`src/rtl/aluPkg.sv`:
```
package aluPkg;
  localparam int FLAG_W = 4;
  localparam int FLAG_C = 0;
  localparam int FLAG_Z = 1;
  localparam int FLAG_N = 2;
  localparam int FLAG_V = 3;

  typedef enum logic [3:0] {
    OP_RRC  = 4'd0,  OP_SWPB = 4'd1,  OP_RRA  = 4'd2,  OP_SXT  = 4'd3,
    OP_MOV  = 4'd4,  OP_ADD  = 4'd5,  OP_ADDC = 4'd6,  OP_SUBC = 4'd7,
    OP_SUB  = 4'd8,  OP_CMP  = 4'd9,  OP_DADD = 4'd10, OP_BIT  = 4'd11,
    OP_BIC  = 4'd12, OP_BIS  = 4'd13, OP_XOR  = 4'd14, OP_AND  = 4'd15
  } aluOp_e;

  typedef enum logic [3:0] {
    RS_ADD, RS_DEC, RS_AND, RS_CLR, RS_SET, RS_XOR,
    RS_MOV, RS_SHR, RS_SWP, RS_SXT
  } resSel_e;

  typedef enum logic [2:0] {
    FM_KEEP, FM_ARITH, FM_DEC, FM_LOGIC, FM_XOR, FM_SHIFT
  } flagMode_e;

  typedef enum logic [1:0] { CIN_ZERO, CIN_ONE, CIN_FLAG } cinSel_e;

  typedef struct packed {
    resSel_e   resSel;
    flagMode_e flagMode;
    cinSel_e   cinSel;
    logic      invSrc;
    logic      rotCarry;
    logic      writeBack;
    logic      forceWord;
  } aluCtrl_t;
endpackage

```
`src/rtl/aluCtrl.sv`:
```
module aluCtrl
  import aluPkg::*;
(
  input  logic [3:0] opCode,
  output aluCtrl_t   ctrl
);
  aluOp_e op;
  assign op = aluOp_e'(opCode);

  always_comb begin
    ctrl = '{resSel: RS_MOV, flagMode: FM_KEEP, cinSel: CIN_ZERO,
             invSrc: 1'b0, rotCarry: 1'b0, writeBack: 1'b1, forceWord: 1'b0};
    case (op)
      OP_MOV:  ctrl.resSel = RS_MOV;
      OP_ADD:  begin ctrl.resSel = RS_ADD; ctrl.flagMode = FM_ARITH; end
      OP_ADDC: begin ctrl.resSel = RS_ADD; ctrl.flagMode = FM_ARITH; ctrl.cinSel = CIN_FLAG; end
      OP_SUB:  begin ctrl.resSel = RS_ADD; ctrl.flagMode = FM_ARITH; ctrl.invSrc = 1'b1; ctrl.cinSel = CIN_ONE; end
      OP_SUBC: begin ctrl.resSel = RS_ADD; ctrl.flagMode = FM_ARITH; ctrl.invSrc = 1'b1; ctrl.cinSel = CIN_FLAG; end
      OP_CMP:  begin ctrl.resSel = RS_ADD; ctrl.flagMode = FM_ARITH; ctrl.invSrc = 1'b1;
                     ctrl.cinSel = CIN_ONE; ctrl.writeBack = 1'b0; end
      OP_DADD: begin ctrl.resSel = RS_DEC; ctrl.flagMode = FM_DEC; ctrl.cinSel = CIN_FLAG; end
      OP_AND:  begin ctrl.resSel = RS_AND; ctrl.flagMode = FM_LOGIC; end
      OP_BIT:  begin ctrl.resSel = RS_AND; ctrl.flagMode = FM_LOGIC; ctrl.writeBack = 1'b0; end
      OP_BIC:  ctrl.resSel = RS_CLR;
      OP_BIS:  ctrl.resSel = RS_SET;
      OP_XOR:  begin ctrl.resSel = RS_XOR; ctrl.flagMode = FM_XOR; end
      OP_RRA:  begin ctrl.resSel = RS_SHR; ctrl.flagMode = FM_SHIFT; end
      OP_RRC:  begin ctrl.resSel = RS_SHR; ctrl.flagMode = FM_SHIFT; ctrl.rotCarry = 1'b1; end
      OP_SWPB: begin ctrl.resSel = RS_SWP; ctrl.forceWord = 1'b1; end
      OP_SXT:  begin ctrl.resSel = RS_SXT; ctrl.flagMode = FM_LOGIC; ctrl.forceWord = 1'b1; end
      default: ctrl.resSel = RS_MOV;
    endcase
  end
endmodule

```
`src/rtl/aluDatapath.sv`:
```
module aluDatapath
  import aluPkg::*;
#(
  parameter int DATA_W = 16
) (
  input  aluCtrl_t            ctrl,
  input  logic                byteMode,
  input  logic [DATA_W-1:0]   srcVal,
  input  logic [DATA_W-1:0]   dstVal,
  input  logic [FLAG_W-1:0]   flagsCur,
  output logic [DATA_W-1:0]   result,
  output logic [FLAG_W-1:0]   flagsNew
);
  localparam int HALF_W = DATA_W / 2;
  localparam int DIGITS = DATA_W / 4;
  localparam int HALF_DIGITS = HALF_W / 4;

  logic              narrow;
  logic [DATA_W-1:0] lowMask, opA, opD, opB, rawRes, shifted, decSum;
  logic [DATA_W:0]   sumWide;
  logic [DIGITS:0]   decCarry;
  logic              cinBit, addCarry, addOvf, dMsb, aMsb, bMsb, sMsb, resMsb, resZero, shiftIn;

  assign narrow  = byteMode & ~ctrl.forceWord;
  assign lowMask = narrow ? {{HALF_W{1'b0}}, {HALF_W{1'b1}}} : {DATA_W{1'b1}};
  assign opA     = srcVal & lowMask;
  assign opD     = dstVal & lowMask;
  assign opB     = (ctrl.invSrc ? ~opA : opA) & lowMask;

  always_comb begin
    case (ctrl.cinSel)
      CIN_ONE:  cinBit = 1'b1;
      CIN_FLAG: cinBit = flagsCur[FLAG_C];
      default:  cinBit = 1'b0;
    endcase
  end

  // binary adder shared by add, subtract and compare
  assign sumWide  = {1'b0, opD} + {1'b0, opB} + {{DATA_W{1'b0}}, cinBit};
  assign addCarry = narrow ? sumWide[HALF_W] : sumWide[DATA_W];
  assign dMsb     = narrow ? opD[HALF_W-1] : opD[DATA_W-1];
  assign aMsb     = narrow ? opA[HALF_W-1] : opA[DATA_W-1];
  assign bMsb     = narrow ? opB[HALF_W-1] : opB[DATA_W-1];
  assign sMsb     = narrow ? sumWide[HALF_W-1] : sumWide[DATA_W-1];
  assign addOvf   = (dMsb == bMsb) && (sMsb != dMsb);

  // packed BCD adder, one corrected digit per stage
  always_comb begin
    logic [4:0] digitSum;
    decCarry[0] = cinBit;
    decSum = '0;
    for (int i = 0; i < DIGITS; i++) begin
      digitSum = {1'b0, opD[4*i +: 4]} + {1'b0, opA[4*i +: 4]} + {4'd0, decCarry[i]};
      if (digitSum > 5'd9) begin
        digitSum = digitSum + 5'd6;
        decCarry[i+1] = 1'b1;
      end else begin
        decCarry[i+1] = 1'b0;
      end
      decSum[4*i +: 4] = digitSum[3:0];
    end
  end

  // right shift with sign or carry shifted into the active top bit
  always_comb begin
    shiftIn = ctrl.rotCarry ? flagsCur[FLAG_C] : dMsb;
    shifted = opD >> 1;
    if (narrow) shifted[HALF_W-1] = shiftIn;
    else        shifted[DATA_W-1] = shiftIn;
  end

  always_comb begin
    case (ctrl.resSel)
      RS_ADD:  rawRes = sumWide[DATA_W-1:0];
      RS_DEC:  rawRes = decSum;
      RS_AND:  rawRes = opA & opD;
      RS_CLR:  rawRes = ~opA & opD;
      RS_SET:  rawRes = opA | opD;
      RS_XOR:  rawRes = opA ^ opD;
      RS_SHR:  rawRes = shifted;
      RS_SWP:  rawRes = {dstVal[HALF_W-1:0], dstVal[DATA_W-1:HALF_W]};
      RS_SXT:  rawRes = {{HALF_W{dstVal[HALF_W-1]}}, dstVal[HALF_W-1:0]};
      default: rawRes = opA;
    endcase
  end

  assign result  = rawRes & lowMask;
  assign resMsb  = narrow ? result[HALF_W-1] : result[DATA_W-1];
  assign resZero = (result == '0);

  always_comb begin
    flagsNew = flagsCur;
    if (ctrl.flagMode != FM_KEEP) begin
      flagsNew[FLAG_N] = resMsb;
      flagsNew[FLAG_Z] = resZero;
      flagsNew[FLAG_V] = 1'b0;
      flagsNew[FLAG_C] = ~resZero;
      case (ctrl.flagMode)
        FM_ARITH: begin flagsNew[FLAG_C] = addCarry; flagsNew[FLAG_V] = addOvf; end
        FM_DEC:   flagsNew[FLAG_C] = narrow ? decCarry[HALF_DIGITS] : decCarry[DIGITS];
        FM_XOR:   flagsNew[FLAG_V] = aMsb & dMsb;
        FM_SHIFT: flagsNew[FLAG_C] = opD[0];
        default:  flagsNew[FLAG_C] = ~resZero;
      endcase
    end
  end
endmodule

```
`src/rtl/aluBranch.sv`:
```
module aluBranch
  import aluPkg::*;
(
  input  logic [2:0]        cond,
  input  logic [FLAG_W-1:0] flags,
  output logic              taken
);
  always_comb begin
    case (cond)
      3'd0:    taken = ~flags[FLAG_Z];
      3'd1:    taken =  flags[FLAG_Z];
      3'd2:    taken = ~flags[FLAG_C];
      3'd3:    taken =  flags[FLAG_C];
      3'd4:    taken =  flags[FLAG_N];
      3'd5:    taken =  flags[FLAG_N] == flags[FLAG_V];
      3'd6:    taken =  flags[FLAG_N] != flags[FLAG_V];
      default: taken = 1'b1;
    endcase
  end
endmodule

```
`src/rtl/aluFlagUnit.sv`:
```
module aluFlagUnit
  import aluPkg::*;
#(
  parameter int DATA_W = 16
) (
  input  logic              clk,
  input  logic              rst_n,
  input  logic [3:0]        opIn,
  input  logic              byteIn,
  input  logic [DATA_W-1:0] srcIn,
  input  logic [DATA_W-1:0] dstIn,
  input  logic [3:0]        flagsIn,
  input  logic [2:0]        condIn,
  output logic [DATA_W-1:0] resultOut,
  output logic              writeEnOut,
  output logic [3:0]        flagsOut,
  output logic              branchTakenOut
);
  localparam int HALF_W = DATA_W / 2;

  aluCtrl_t          ctrl;
  logic [DATA_W-1:0] resultNext;
  logic [3:0]        flagsNext;
  logic              takenNext;

  aluCtrl u_ctrl (.opCode(opIn), .ctrl(ctrl));

  aluDatapath #(.DATA_W(DATA_W)) u_dp (
    .ctrl(ctrl), .byteMode(byteIn), .srcVal(srcIn), .dstVal(dstIn),
    .flagsCur(flagsIn), .result(resultNext), .flagsNew(flagsNext)
  );

  aluBranch u_br (.cond(condIn), .flags(flagsIn), .taken(takenNext));

  always_ff @(posedge clk) begin
    if (!rst_n) begin
      resultOut      <= '0;
      writeEnOut     <= 1'b0;
      flagsOut       <= '0;
      branchTakenOut <= 1'b0;
    end else begin
      resultOut      <= resultNext;
      writeEnOut     <= ctrl.writeBack;
      flagsOut       <= flagsNext;
      branchTakenOut <= takenNext;
    end
  end

  p_test_no_write_r5: assert property (@(posedge clk) disable iff (!rst_n)
    (opIn == OP_CMP || opIn == OP_BIT) |=> !writeEnOut);

  p_byte_upper_clear_r9: assert property (@(posedge clk) disable iff (!rst_n)
    (byteIn && opIn != OP_SWPB && opIn != OP_SXT) |=> (resultOut[DATA_W-1:HALF_W] == '0));

  p_flags_hold_r8: assert property (@(posedge clk) disable iff (!rst_n)
    (opIn == OP_MOV || opIn == OP_BIC || opIn == OP_BIS || opIn == OP_SWPB)
      |=> (flagsOut == $past(flagsIn)));

  p_zero_tracks_result_r11: assert property (@(posedge clk) disable iff (!rst_n)
    !(opIn == OP_MOV || opIn == OP_BIC || opIn == OP_BIS || opIn == OP_SWPB)
      |=> (flagsOut[FLAG_Z] == (resultOut == '0)));

  p_jump_always_r10: assert property (@(posedge clk) disable iff (!rst_n)
    (condIn == 3'd7) |=> branchTakenOut);
endmodule

```
`config.mk`:
```
export PLATFORM = sky130hd
export DESIGN_NAME = aluFlagUnit
export DESIGN_NICKNAME = d
export VERILOG_FILES = /design/src/rtl/aluPkg.sv /design/src/rtl/aluCtrl.sv /design/src/rtl/aluDatapath.sv /design/src/rtl/aluBranch.sv /design/src/rtl/aluFlagUnit.sv
export SDC_FILE = /design/constraint.sdc
export NUM_CORES = 1
export LEC_CHECK = 0
export BUFFER_PORTS_ARGS = -buffer_cell sky130_fd_sc_hd__clkbuf_2
export CORE_UTILIZATION = 61
export CTS_CLUSTER_DIAMETER = 120
export DETAILED_ROUTE_END_ITERATION = 8
export GPL_TIMING_DRIVEN = 0
export PLACE_DENSITY = 0.84
export SETUP_SLACK_MARGIN = 0.02
export SLEW_MARGIN = 20
export SYNTH_ARGS = -nofsm -noshare
export SYNTH_HDL_FRONTEND = slang
export SYNTH_SLANG_ARGS = --single-unit
```
`constraint.sdc`:
```
create_clock -name clk -period 13.6 [get_ports clk]
set_input_delay 2.72 -clock clk [delete_from_list [all_inputs] [get_ports clk]]
set_output_delay 2.72 -clock clk [all_outputs]
set_load 0.005 [all_outputs]
```
==> run metrics <==
CTS tree done; average size of a mapped cell between 7 and 8 µm²; CTS sink cnt 22; CTS Buffer Depth 2; number of flops mapped to enable cells by yosys 0; Post-Syn Instances 717; largest net degree at the start of global routing 13; Initial DRC Count 741; Startpoint Class input pin; die height 93.63 µm; Initial Utilization 62.64%; P_sw about 200 µW; fmax 76.36 MHz; fin util 69.64%; Crit-path slowest cell fa_1; post-synthesis net count 825; setup TNS 0 ns; WL final 20.57 mm; proportion of power drawn by the clock network 11.3%; Rel. slew slack 24.18%; worst-margin pin slew between 1 and 1.5 ns; PortBufs 64; pre-CTS WS -0.2848 ns; Via density 7.179; row cnt 33; fillers about 730; I/O pin count 68; Chip Width around 94 µm; RSZ-0062 raised after global routing false; Synth Flop Type dfxtp_1; Remaining DRCs 0; Remaining Overflow, GRT 0; RePlAce Congestion 1.084; PnR worst setup slack 0.5038 ns; Fin Hold WS 2.686 ns; H-tree Lvls 1; asr flop ratio synth 0%; post-synth cell types 90; critical path startpoint opIn[0]; Max Slew Vio Count 0; Final ANT Viol Nets 0; Area after DPL 0.005587 mm²; register area share after synthesis 8.600%; CTS clock-pin slew for the worst setup and hold paths about 0.070 ns; CP arrival 13.25 ns; fin crit share 96.30%; Vias roughly 6400; Seq pwr share 18.0%; Clock Root Buffer clkbuf_8; P&R area growth vs syn 11.17%; antenna violations before repair 0; #FFs+latches synth 22; final instance area approximately 0.0057 mm²; Period minus WS final 13.10 ns; vias in the first global route just under 6000; gr usage total 46.55%; CTS buffer count 3; Setup crit end flagsOut[0]; Final Setup Violations 0; Die ar. 0.008766 mm²; final hold vios 0; synth warn 0; post-route insts no fill 890; placed insts a little under 900; leak pwr 2.574 nW; Synth Cell Area 0.005121 mm²; cell mode on critical path fa_1; Tot Pwr 403.6 µW; Peak VDD IR 0.00004239 V; Power Density 70.90 mW/mm²; Sw Share 49.71%; crit-path max FO 10; drt first pass iters 8; n_diodes 0; share of post-route cells with drive strength above 1 15.80%; Tightest Hold Check Type input pin to flip-flop; global-route wire length before repair about 31 mm; CTS Hold Bufs 0; Core ar. 0.008175 mm²; max cap viols 0; # Post-CTS Setup Buffers 0; Power Internal just over 200 µW; hpwl dp 15.98 mm; WL/cell between 20 and 25 µm; crit-path max cell delay 0.57 ns; Logic pwr share 70.7%; Final #Nets about 890; Setup CP Type input pin to flip-flop; status finished clean; Data required, critical path around 14 ns; Critical Path Sink Type flip-flop
==> cells by family after synthesis <==
kind of cell / count (synthesis) / synth area share (%)
compound gates: 232 / 31.40
buf+inv: 98 / 8.673
fa+ha+maj: 62 / 16.61
simple gates: 262 / 27.12
xor+xnor: 28 / 4.789
flops: 22 / 8.600
mux: 13 / 2.810
==> placed cells by master, fill, tap and decap left out, types with 10 or more instances in the layout <==
| cell | count |
|---|---|
| a31oi_1 | 15 |
| a21oi_1 | 55 |
| nor3_1 | 20 |
| xnor2_1 | 22 |
| dfxtp_1 | 22 |
| nor2_1 | 63 |
| nor2b_1 | 11 |
| clkbuf_2 | 64 |
| a21o_1 | 10 |
| buf_2 | 13 |
| o21ai_0 | 38 |
| mux2i_1 | 11 |
| inv_1 | 53 |
| o211ai_1 | 10 |
| ha_1 | 52 |
| nand3_1 | 29 |
| clkbuf_1 | 19 |
| nand2_1 | 52 |
| and2_1 | 10 |
| and3_1 | 13 |
| fa_1 | 10 |
| nand2b_1 | 12 |
==> flip-flops by register name (all words and copies together), names as in the netlist <==
signal and flops:
branchTakenOut 1, resultOut 16, flagsOut 4, writeEnOut 1
==> power groups by stage <==
stage	clock (mW)	combinational, mW	sequential, mW
2_1_floorplan	0	0.181	0.0749
3_3_place_gp	0	0.256	0.0738
3_5_place_dp	0	0.265	0.0741
4_1_cts	0.0456	0.268	0.0726
5_1_grt	0.0487	0.303	0.0732
6_report	0.0458	0.285	0.0725
==> timing repair <==
action	in CTS	in global routing
endpoints found under the setup margin	2	3
pin swaps	0	0
gates resized for setup	1	8
==> critical path, delay by kind of cell <==
kind | cells | cell delay, ns
AND/OR/NAND/NOR | 10 | 1.68
XOR/XNOR | 3 | 0.70
adder cells (fa/ha/maj) | 12 | 4.46
buffers and inverters | 8 | 1.27
AO/OA/AOI/OAI | 11 | 2.40
==> routing by layer <==
layer	global-route usage (%)	up-vias	routed length, µm
met5	0	-	0
met4	28.08	0	1280
met3	12.28	122	3007
met2	71.57	549	8678
met1	57.86	2930	7598
li1	-	2788	-
==> synth_stat cells, drive strengths merged, types with 7 or more instances <==
| library cell | instances | share of area (%) |
|---|---|---|
| nor2 | 63 | 4.6 |
| a21oi | 57 | 5.7 |
| inv | 54 | 4.0 |
| ha | 52 | 13 |
| nand2 | 52 | 3.8 |
| o21ai | 42 | 4.2 |
| nand3 | 29 | 2.8 |
| buf | 23 | 3.2 |
| nor3 | 23 | 2.4 |
| dfxtp | 22 | 8.6 |
| xnor2 | 22 | 3.8 |
| clkbuf | 20 | 1.5 |
| a31oi | 15 | 1.8 |
| and3 | 13 | 1.6 |
| nand2b | 12 | 1.5 |
| mux2i | 11 | 2.2 |
| nor2b | 11 | 1.3 |
| a21o | 10 | 1.5 |
| and2 | 10 | 1.2 |
| fa | 10 | 3.9 |
| o211ai | 10 | 1.5 |
| o21a | 8 | 1.2 |
| o22ai | 7 | 0.86 |
==> cell type report <==
type	instances	area [µm²]	share of cell area, %
buffer	42	234.0	4.110
clock buffer	4	55.05	0.9670
inverter	55	210.2	3.692
timing repair buffer	65	327.8	5.758
tap	105	131.4	2.308
multi-input combinational	597	4294	75.43
sequential	22	440.4	7.736
==> how the worst min path moves through the flow <==
stage / start / end / slack [ns] / cells after the start
floorplan: condIn[2] / branchTakenOut / 2.81 / 1
global placement: condIn[2] / branchTakenOut / 2.94 / 2
detailed placement: condIn[2] / branchTakenOut / 2.95 / 2
CTS: condIn[2] / branchTakenOut / 2.68 / 2
global route: condIn[2] / branchTakenOut / 2.68 / 2
finish: condIn[2] / branchTakenOut / 2.69 / 2
Power figures use the tool's default switching activity.
